File: src/rtl/xa_pkg.sv
package xa_pkg;
  typedef enum logic [0:0] {
    XA_IDLE = 1'b0,
    XA_BUSY = 1'b1
  } xa_state_e;
endpackage

File: src/rtl/xa_step.sv
// One whole-word loop step: partial sum, shifted carry word, spilled bit.
module xa_step #(
  parameter int WIDTH = 32
) (
  input  logic [WIDTH-1:0] x_i,
  input  logic [WIDTH-1:0] y_i,
  output logic [WIDTH-1:0] carry_o,
  output logic [WIDTH-1:0] part_o,
  output logic             spill_o
);
  logic [WIDTH-1:0] both_w;

  for (genvar i = 0; i < WIDTH; i++) begin : g_bit
    assign part_o[i] = x_i[i] ^ y_i[i];
    assign both_w[i] = x_i[i] & y_i[i];
  end

  assign carry_o = {both_w[WIDTH-2:0], 1'b0};
  assign spill_o = both_w[WIDTH-1];
endmodule

File: src/rtl/xa_ctrl.sv
// Sequencer: idle/busy state, step counter, one-cycle done pulse.
module xa_ctrl
  import xa_pkg::*;
#(
  parameter int WIDTH = 32,
  parameter int CNT_W = $clog2(WIDTH + 1)
) (
  input  logic             clk,
  input  logic             rst_n,
  input  logic             start_i,
  input  logic             last_i,
  output logic             busy_o,
  output logic             done_o,
  output logic [CNT_W-1:0] iter_o
);
  xa_state_e        state_q;
  logic [CNT_W-1:0] iter_q;
  logic             done_q;

  always_ff @(posedge clk or negedge rst_n) begin
    if (!rst_n) begin
      state_q <= XA_IDLE;
      iter_q  <= '0;
      done_q  <= 1'b0;
    end else begin
      done_q <= 1'b0;
      unique case (state_q)
        XA_IDLE: begin
          if (start_i) begin
            state_q <= XA_BUSY;
            iter_q  <= '0;
          end
        end
        XA_BUSY: begin
          iter_q <= iter_q + CNT_W'(1);
          if (last_i) begin
            state_q <= XA_IDLE;
            done_q  <= 1'b1;
          end
        end
        default: state_q <= XA_IDLE;
      endcase
    end
  end

  assign busy_o = (state_q == XA_BUSY);
  assign done_o = done_q;
  assign iter_o = iter_q;
endmodule

File: src/rtl/xa_datapath.sv
// Working words, sticky spill flag and the held result.
module xa_datapath #(
  parameter int WIDTH = 32
) (
  input  logic             clk,
  input  logic             rst_n,
  input  logic             load_i,
  input  logic             step_i,
  input  logic             fin_i,
  input  logic [WIDTH-1:0] a_i,
  input  logic [WIDTH-1:0] b_i,
  input  logic [WIDTH-1:0] carry_n_i,
  input  logic [WIDTH-1:0] part_n_i,
  input  logic             spill_n_i,
  output logic [WIDTH-1:0] x_o,
  output logic [WIDTH-1:0] y_o,
  output logic [WIDTH-1:0] sum_o,
  output logic             cout_o
);
  logic [WIDTH-1:0] x_q, y_q, sum_q;
  logic             spill_q, cout_q;

  always_ff @(posedge clk or negedge rst_n) begin
    if (!rst_n) begin
      x_q     <= '0;
      y_q     <= '0;
      spill_q <= 1'b0;
    end else if (load_i) begin
      x_q     <= a_i;
      y_q     <= b_i;
      spill_q <= 1'b0;
    end else if (step_i) begin
      x_q     <= carry_n_i;
      y_q     <= part_n_i;
      spill_q <= spill_q | spill_n_i;
    end
  end

  always_ff @(posedge clk or negedge rst_n) begin
    if (!rst_n) begin
      sum_q  <= '0;
      cout_q <= 1'b0;
    end else if (fin_i) begin
      sum_q  <= part_n_i;
      cout_q <= spill_q | spill_n_i;
    end
  end

  assign x_o    = x_q;
  assign y_o    = y_q;
  assign sum_o  = sum_q;
  assign cout_o = cout_q;
endmodule

File: src/rtl/xa_adder.sv
module xa_adder #(
  parameter  int WIDTH = 32,
  localparam int CNT_W = $clog2(WIDTH + 1)
) (
  input  logic             clk,
  input  logic             rst_n,
  input  logic             in_valid,
  output logic             in_ready,
  input  logic [WIDTH-1:0] in_a,
  input  logic [WIDTH-1:0] in_b,
  output logic             out_valid,
  output logic [WIDTH-1:0] out_sum,
  output logic             out_carry,
  output logic [CNT_W-1:0] iter_count
);
  logic             busy, start, last, fin, spill_n;
  logic [WIDTH-1:0] x_w, y_w, carry_n, part_n;

  assign in_ready = ~busy;
  assign start    = in_valid & ~busy;
  assign last     = (carry_n == '0);
  assign fin      = busy & last;

  xa_step #(.WIDTH(WIDTH)) u_step (
    .x_i     (x_w),
    .y_i     (y_w),
    .carry_o (carry_n),
    .part_o  (part_n),
    .spill_o (spill_n)
  );

  xa_ctrl #(.WIDTH(WIDTH), .CNT_W(CNT_W)) u_ctrl (
    .clk     (clk),
    .rst_n   (rst_n),
    .start_i (start),
    .last_i  (last),
    .busy_o  (busy),
    .done_o  (out_valid),
    .iter_o  (iter_count)
  );

  xa_datapath #(.WIDTH(WIDTH)) u_dp (
    .clk       (clk),
    .rst_n     (rst_n),
    .load_i    (start),
    .step_i    (busy),
    .fin_i     (fin),
    .a_i       (in_a),
    .b_i       (in_b),
    .carry_n_i (carry_n),
    .part_n_i  (part_n),
    .spill_n_i (spill_n),
    .x_o       (x_w),
    .y_o       (y_w),
    .sum_o     (out_sum),
    .cout_o    (out_carry)
  );
endmodule

File: config.mk
export PLATFORM = sky130hd
export DESIGN_NAME = xa_adder
export DESIGN_NICKNAME = d
export VERILOG_FILES = /design/src/rtl/xa_pkg.sv /design/src/rtl/xa_step.sv /design/src/rtl/xa_ctrl.sv /design/src/rtl/xa_datapath.sv /design/src/rtl/xa_adder.sv
export SDC_FILE = /design/constraint.sdc
export NUM_CORES = 1
export LEC_CHECK = 0
export BUFFER_PORTS_ARGS = -buffer_cell sky130_fd_sc_hd__buf_2
export CAP_MARGIN = 20
export CORE_AREA = 3 3 107 119
export CTS_CLUSTER_DIAMETER = 120
export CTS_CLUSTER_SIZE = 8
export DETAILED_ROUTE_END_ITERATION = 10
export DIE_AREA = 0 0 110 122
export GPL_TIMING_DRIVEN = 0
export PLACE_DENSITY = 0.69
export REMOVE_ABC_BUFFERS = 1
export SLEW_MARGIN = 15
export SYNTH_ARGS = -nofsm -noshare
export SYNTH_HDL_FRONTEND = slang
export SYNTH_SLANG_ARGS = --single-unit
File: constraint.sdc
create_clock -name clk -period 1.85 [get_ports clk]
set_input_delay 0.185 -clock clk [delete_from_list [all_inputs] [get_ports clk]]
set_output_delay 0.185 -clock clk [all_outputs]
set_load 0.01 [all_outputs]
Word level (Yosys, flattened, before mapping)
Index checks and enable logic that the tools add are counted.
Widths: inputs -> output; s select.
- bits in registers: 106
- input port bits: 67
- bitwise operators: 68
- muxes and demuxes: 13
- add/sub/neg operators: 1
- eq/ne operators: 1
- reduce and logical (&&, ||, !) cells: 2
- operators by type and width (operator ; number):
    $mux 32 ; 4
    $and 1x1->1 ; 34
    $logic_not 32->1 ; 1
    $xor 1x1->1 ; 32
    $pmux 6 s2 ; 1
    $add 6x1->6 const B ; 1
    $mux 1 ; 6
    $mux 6 ; 1
    $ne 2x1->1 const B ; 1
    $pmux 1 s2 ; 1
    $reduce_bool 2->1 ; 1
    $not 1->1 ; 1
    $or 1x1->1 ; 1

Depth between registers and ports, before layout
Gate-level depths: netlist (run 1).
- depth after elaboration: 4
- depth in mapped cells: 6
- gate-level depth less buffers: 5

Hierarchy
Synthesis (run 1) repeated with hierarchy kept, for this count alone.
- cell total of the unflattened synthesis: 432
- area total of the unflattened synthesis: 5044.8 um^2
- by module, submodules not included (module ; instances ; area an instance (um^2) ; seq. area each (um^2) ; cells an instance):
    xa_datapath ; 1 ; 4197.8 ; 2452.4 ; 352
    xa_step ; 1 ; 411.6 ; 0.0 ; 34
    xa_ctrl ; 1 ; 342.8 ; 200.2 ; 32
    xa_adder ; 1 ; 92.6 ; 0.0 ; 14

Least setup slack after synthesis (run 1)
No wires, ideal clock.
- path type: reg2reg
- start point: register u_dp.y_q[28], in the netlist u_dp.y_o[28]
- end point: register u_dp.sum_q[10], in the netlist u_dp.sum_o[10]
- arrival time: 1.761 ns
- data required time: 1.725 ns
- slack: -0.036 ns
- cell stages (with the launch flop): 7
- library setup time: 0.125 ns
- buffers on the path: 1
- cell sequence: dfrtp_1 -> ha_1 -> nor4_2 -> nand4_2 -> nor2_8 -> buf_12 -> mux2_4
- longest elaborated chain between the ends: 3
- RTL lines (element ; RTL line ; text):
    start, declared ; xa_datapath.sv:20 ; logic [WIDTH-1:0] x_q, y_q, sum_q;
    start signal, assigned ; xa_datapath.sv:30 ; y_q <= b_i;
    start signal, assigned ; xa_datapath.sv:34 ; y_q <= part_n_i;
    $and 1x1->1 ; xa_step.sv:15 ; assign both_w[i] = x_i[i] & y_i[i];
    $logic_not 32->1 ; xa_adder.sv:21 ; assign last = (carry_n == '0);
    $and 1x1->1 ; xa_adder.sv:22 ; assign fin = busy & last;
    end signal, assigned ; xa_datapath.sv:44 ; sum_q <= part_n_i;
    end, declared ; xa_datapath.sv:20 ;
No other way between the ends.
A chain may end at the register's enable or synchronous reset.

Worst setup path after layout (run 1)
- start point: register u_dp.x_q[5], in the netlist u_dp.x_o[5]
- end point: register u_dp.sum_q[16], in the netlist u_dp.sum_o[16]
- longest elaborated chain between the ends: 3
- RTL lines (element ; RTL line ; text):
    start, declared ; xa_datapath.sv:20 ;
    start signal, assigned ; xa_datapath.sv:29 ; x_q <= a_i;
    start signal, assigned ; xa_datapath.sv:33 ; x_q <= carry_n_i;
    $and 1x1->1 ; xa_step.sv:15 ;
    $logic_not 32->1 ; xa_adder.sv:21 ;
    $and 1x1->1 ; xa_adder.sv:22 ;
No other way between the ends.

==> results.md, run 1 <==
- Placement Cell Area: 5830 sq um
- Total power: 12.2 mW
- Global Route Usage Sum: 0.194
- Period minus WS final: 1.98 ns
- Yosys cell types: 26
- I/O pin cnt: 108
- R2R depth: 7
- Avg Inst Size Synth: 12.1 sq um
- CP Launch Type: flop
- Final instance area: 6470 sq um
- Height of the die: 122 microns
- Max Buffers Root-to-Sink: 2
- Per-cell routed wire length: 18.0 microns
- Register area share after synthesis: 0.513
- Hold path depth: 3
- Die Wd: 110 microns
- Port Buffer Count: 107
- CTS buffer count: 9
- Area growth, synth to finish: 25.3%
- Layout cells sized above 1: 0.376
- H-Tree Depth: 3
- WP data arrival: 2.21 ns
- DRT antenna net count: 0
- CTS sink cnt: 106
- Top routing layer in use: met4
- Post-synthesis cell count: 427
- Placed Cells: 662
- Setup-failing EPs final: 32
- Worst Setup End Kind: flop
- Initial antenna violation count: 0
- Die area: 13400 sq um
- Core Region: 11500 sq um
- Starting DRT DRC Count: 148
- Filler cell count: 996
- Critical Path RT: 2.08 ns
- TritonCTS clock tree: done
- Area of the multi-input gates: 2510 sq um
- Maximum VDD drop: 1130 uV
- Placer Congestion: 0.725
- CP peak stage delay: 0.43 ns
- Starting density of the core: 0.448
- Vias: 3594
- Via-per-instance ratio: 5.19
- Site row count: 41
- Hold crit path type: in2reg
- Combinational share of power: 0.520
- R2R Path End: u_dp.sum_o[16]
- R2r startpoint: u_dp.x_o[5]
- Detailed placement HPWL: 7920 microns
- Violated checks: setup timing
- Final Max Slew Viols: 0
- Synthesized flop and latch total: 106
- WHS Endpoint: u_dp.x_o[0]
- Max Cap Viol: 0
- Post-Route Utilization: 0.561
- Final hold vios: 0
- Status: finished, violations left
- Fmax: 505 MHz
- Switching pwr: 4.38 mW
- Grt ovf: 0
- CP Max Fanout: 5
- Slowest CP cell: dfrtp_1
- WHS: 0.0894 ns
- Fin crit share: 1.07
- Clock Skews: 0.00764 ns
- Tightest Pin Transition: 0.535 ns
- Clock Root Buffer: clkbuf_16
- Total Nets Final: 640
- Met2 WL post-DR: 6180 microns
- Reg power frac: 0.331
- Relative slew slack: 0.644
- Slack of the worst reg-to-reg path: -0.13 ns
- Yosys warnings: 0
- Final wirelength: 12400 microns
- FF/Latch Area: 2660 sq um
- Crit path max-delay family: simple AND/OR/NAND/NOR gates
- Final WS setup: -0.131 ns
- WL met1: 5520 microns
- Vias in the first global route: 3688
- Critical Path Stages: 7
- CP Cell Sequence: ha_4 -> nor4b_4 -> nand4_2 -> buf_6 -> nor2_8 -> clkbuf_16 -> mux2_4
- Worst Path Buf+Inv: 2
- First-pass GRT wire length: 19800 microns
- Drt pass-1 iters: 4
- Hold_sp: in_a[0]
- Kind of critical path: reg2reg
- Routed length on met3: 573 microns
- Leakage: 3.26 nW
- Diodes inserted: 0
- Clk Latency, worst-skew pair: 0.35 ns
- Pint: 7.80 mW
- Largest net degree at the start of global routing: 71
- Clock-pin slew on the worst setup and hold paths: 0.07 ns
- Filler-free cell count of the finished design: 692
- # DRC: 0
- Pwr dens: 1880 nW/um^2
- Switching share of power: 0.360
- Post-synthesis cell area: 5170 sq um
- RSZ-0062 raised after global routing: true
- Clock share of power: 0.149
## worst max path at each step
stage / start / endpoint / slack [ns]
detailed placement: u_ctrl.busy_o / u_dp.sum_o[3] / -0.97
global route: u_dp.x_o[16] / u_dp.sum_o[16] / -0.20
finish: u_dp.x_o[5] / u_dp.sum_o[16] / -0.13
floorplan: u_ctrl.busy_o / u_dp.sum_o[0] / -1.86
global placement: u_ctrl.busy_o / u_dp.sum_o[3] / -3.18
CTS: u_dp.x_o[5] / u_dp.sum_o[7] / -0.18
## state kept, by name (all words and copies together), names as in the netlist
signal and flops:
u_dp.x_o 32, u_ctrl.done_o 1, u_dp.spill_q 1, u_dp.cout_o 1, u_dp.y_o 32, u_dp.sum_o 32
u_ctrl.busy_o 1, u_ctrl.iter_o 6
## synthesized netlist by cell type
cell type,instances,area (sq um)
dfrtp_1,106,2650
o21ai_0,68,340
nand2_1,67,251
mux2i_1,64,641
ha_1,33,413
mux2_4,28,420
buf_2,9,45.0
clkbuf_1,9,33.8
nor2_1,8,30.0
nor4_2,6,75.1
buf_1,4,15.0
mux2_2,4,45.0
buf_12,3,60.1
nand3_1,3,15.0
a21oi_1,2,10.0
nand4_2,2,25.0
o31ai_1,2,15.0
a31o_2,1,8.76
clkinv_1,1,3.75
inv_1,1,3.75
nand4_1,1,6.26
nor2_8,1,20.0
nor4_1,1,6.26
nor4b_2,1,15.0
o211ai_1,1,7.51
xor2_1,1,8.76
## layout make-up
type,instances,share of cell area
timing repair buffer,126,0.130
multi-input combinational,295,0.387
inverter,2,0.00135
sequential,106,0.410
clock buffer,13,0.0417
tap,150,0.0290
## power by group through the flow
stage                     logic (mW)  registers [mW]  clock network (mW)
after floorplan                 3.25            4.26                   0
after global routing            6.97            4.16                1.96
final                           6.34            4.03                1.82
after global placement          4.30            4.17                   0
after detailed placement        4.96            4.16                   0
after CTS                       6.32            4.07                1.87
## routing by layer
metal,up-vias,track usage
met1,1767,0.254
met5,-,0
met2,74,0.316
met3,10,0.0514
met4,0,0.0538
li1,1743,-
## through the flow
| stage | setup slack, ns | TNS, ns |
|---|---|---|
| 6_report | -0.131 | -3.52 |
| 5_1_grt | -0.203 | -5.70 |
| 4_1_cts | -0.178 | -4.42 |
| 3_5_place_dp | -0.974 | -30.62 |
| 3_3_place_gp | -3.18 | -291.59 |
| 2_1_floorplan | -1.86 | -111.75 |
## cell families after synthesis
family / synth area share
xor gates and xnor gates: 0.00170
adders and majority gates: 0.0799
buffers and inverters: 0.0312
and+or+nand+nor: 0.0860
muxes: 0.214
AOI/OAI and AO/OA: 0.0739
DFF: 0.513
## cells in the final DEF, fill, tap and decap left out, types with 2 or more instances in the layout
| cell type | count |
|---|---|
| a21oi_1 | 2 |
| buf_12 | 4 |
| buf_16 | 3 |
| buf_2 | 105 |
| buf_4 | 4 |
| buf_6 | 8 |
| clkbuf_16 | 10 |
| clkbuf_8 | 3 |
| dfrtp_1 | 105 |
| ha_1 | 13 |
| ha_2 | 18 |
| ha_4 | 2 |
| mux2_4 | 32 |
| mux2i_1 | 64 |
| nand2_1 | 67 |
| nand3_1 | 3 |
| nand4_2 | 2 |
| nor2_1 | 8 |
| nor4_2 | 2 |
| nor4_4 | 5 |
| o21ai_0 | 68 |
| o31ai_1 | 2 |
## timing repair
action                                  4_1_cts  5_1_grt
resized for setup                            35        7
endpoints found under the hold margin        52        0
gates cloned                                  2        0
pin swaps                                    10        6
endpoints found under the setup margin       36       34
hold buffers                                  1        0
setup buffers                                11        4
## tightest hold or removal path, delay by kind of cell
family	cells	cell delay, ns
buffers and inverters	1	0.08
muxes	1	0.06
and+or+nand+nor	1	0.08
Note: power is estimated with default switching activity, not from simulation.
==> run 2, diff against run 1 <==
--- a/config.mk
+++ b/config.mk
@@ -13,7 +13,7 @@
 export DETAILED_ROUTE_END_ITERATION = 10
 export DIE_AREA = 0 0 110 122
 export GPL_TIMING_DRIVEN = 0
-export PLACE_DENSITY = 0.69
+export PLACE_DENSITY = 0.74
 export REMOVE_ABC_BUFFERS = 1
 export SLEW_MARGIN = 15
 export SYNTH_ARGS = -nofsm -noshare
==> run 2 against run 1 <==
  * The run still ends with setup timing left
  * Register-to-register slack gained 0.02 ns
  * Combinational power is 1% higher
  * Global-route usage decreased by 0.33 points
  * Worst hold slack better by 0.025 ns
  * Clock power up 14%
  * Sequential power rose by 1%
  * Sequential cell count is the same
  * Fmax is 1.2% higher
  * Critical path type unchanged
  * Critical endpoint is now u_dp.sum_o[10]
  * Largest cell class unchanged
==> results.md, run 2 (synthesized netlist as in run 1, its figures left out) <==
- CTS sink cnt: 106
- TritonCTS clock tree: done
- Final WS setup: -0.108 ns
- Height of the die: 122 microns
- Placement Cell Area: 5830 sq um
- Kind of critical path: reg2reg
- Pwr dens: 1890 nW/um^2
- Core Region: 11500 sq um
- Setup-failing EPs final: 32
- Status: finished, violations left
- Die Wd: 110 microns
- Starting DRT DRC Count: 231
- Hold path depth: 3
- Final wirelength: 12300 microns
- Diodes inserted: 0
- I/O pin cnt: 108
- Final Max Slew Viols: 0
- CP Launch Type: flop
- Leakage: 3.32 nW
- Clock Skews: 0.00826 ns
- Layout cells sized above 1: 0.392
- Max Buffers Root-to-Sink: 2
- Fmax: 511 MHz
- Relative slew slack: 0.593
- DRT antenna net count: 0
- CP Max Fanout: 7
- Clock Root Buffer: clkbuf_16
- RSZ-0062 raised after global routing: true
- Via-per-instance ratio: 5.19
- R2R depth: 7
- Critical Path RT: 2.08 ns
- Hold crit path type: in2reg
- Starting density of the core: 0.448
- WP data arrival: 2.19 ns
- Final hold vios: 0
- First-pass GRT wire length: 19600 microns
- Maximum VDD drop: 817 uV
- Per-cell routed wire length: 17.6 microns
- R2R Path End: u_dp.sum_o[10]
- Initial antenna violation count: 0
- Vias: 3638
- Worst Setup End Kind: flop
- # DRC: 0
- Filler-free cell count of the finished design: 701
- Period minus WS final: 1.96 ns
- Port Buffer Count: 107
- Slack of the worst reg-to-reg path: -0.11 ns
- Area growth, synth to finish: 28.4%
- Largest net degree at the start of global routing: 73
- Final instance area: 6630 sq um
- Vias in the first global route: 3829
- Tightest Pin Transition: 0.611 ns
- Clk Latency, worst-skew pair: 0.34 ns
- TNS Setup: -2.79 ns
- Fin crit share: 1.06
- Max Cap Viol: 0
- Met2 WL post-DR: 6240 microns
- Detailed placement HPWL: 8040 microns
- CTS buffer count: 9
- Violated checks: setup timing
- Drt pass-1 iters: 4
- Die area: 13400 sq um
- Site row count: 41
- Clock-pin slew on the worst setup and hold paths: 0.07 ns
- WL met1: 5340 microns
- Top routing layer in use: met4
- Global Route Usage Sum: 0.191
- R2r startpoint: u_dp.x_o[7]
- Placed Cells: 662
- Worst Setup EP: u_dp.sum_o[10]
- Placer Congestion: 0.764
- Grt ovf: 0
- Total Nets Final: 646
- CP startpoint: u_dp.x_o[7]
- H-Tree Depth: 3
- WHS: 0.114 ns
- Most frequent cells in the layout: buf_2 (105), dfrtp_1 (105), o21ai_0 (68)
- Routed length on met3: 547 microns
-- run 2: cell count changes in the layout (fill, tap and decap cells not counted), sizes merged --
cell | previous run | this run
clkinv | 1 | 3
buf | 124 | 131
clkinvlp | 0 | 1
bufinv | 0 | 2
clkbuf | 14 | 11
-- run 2: stage by stage --
stage	setup WS (ns)	power (mW)	util
global route	-0.171	13.4	0.575
finish	-0.108	12.6	0.575
floorplan	-1.86	7.51	-
global placement	-3.12	8.45	0.497
CTS	-0.0994	12.5	0.566
detailed placement	-0.902	9.11	0.505
-- run 2: how the worst min path moves through the flow --
stage	startpoint	to	slack, ns
final	in_a[0]	u_dp.x_o[0]	0.11
after global routing	in_a[31]	u_dp.x_o[31]	0.13
after CTS	in_a[0]	u_dp.x_o[0]	0.10
after detailed placement	rst_n	u_dp.sum_o[25]	0.18
after global placement	in_a[0]	u_dp.x_o[0]	0.44
after floorplan	rst_n	u_ctrl.busy_o	-0.11
-- run 2: layer usage --
metal	up-vias	global-route usage
li1	1758	-
met1	1781	0.242
met2	86	0.327
met3	13	0.0360
met4	0	0.0600
met5	-	0
-- run 2: layout make-up --
type	count	area [sq um]
clock inverter	5	77.6
clock buffer	11	243
sequential	106	2660
inverter	2	8.76
timing repair buffer	132	876
multi-input combinational	295	2580
fill	978	4910
tap	150	188
-- run 2: worst max-delay path: stages (launching register included) --
cell and delay, ns:
dfrtp_1 0.41, ha_4 0.19, nor4_4 0.31, nand4_2 0.13
buf_6 0.16, nor2_4 0.18, buf_12 0.16, mux2_4 0.30
-- run 2: power breakdown --
part	leakage (nW)	total [mW]	internal (mW)	switching [mW]
logic	1.82	6.41	3.51	2.90
registers	1.34	4.09	3.38	0.705
clock network	0.156	2.07	1.22	0.847
total	3.32	12.6	8.11	4.45
-- run 2: what timing repair did --
| action | CTS | global route |
|---|---|---|
| hold buffers | 1 | 0 |
| gates cloned | 1 | 0 |
| pin swaps | 11 | 7 |
| setup endpoints to repair | 36 | 33 |
| setup buffers | 15 | 6 |
| resized for setup | 37 | 9 |
| endpoints found under the hold margin | 54 | 0 |
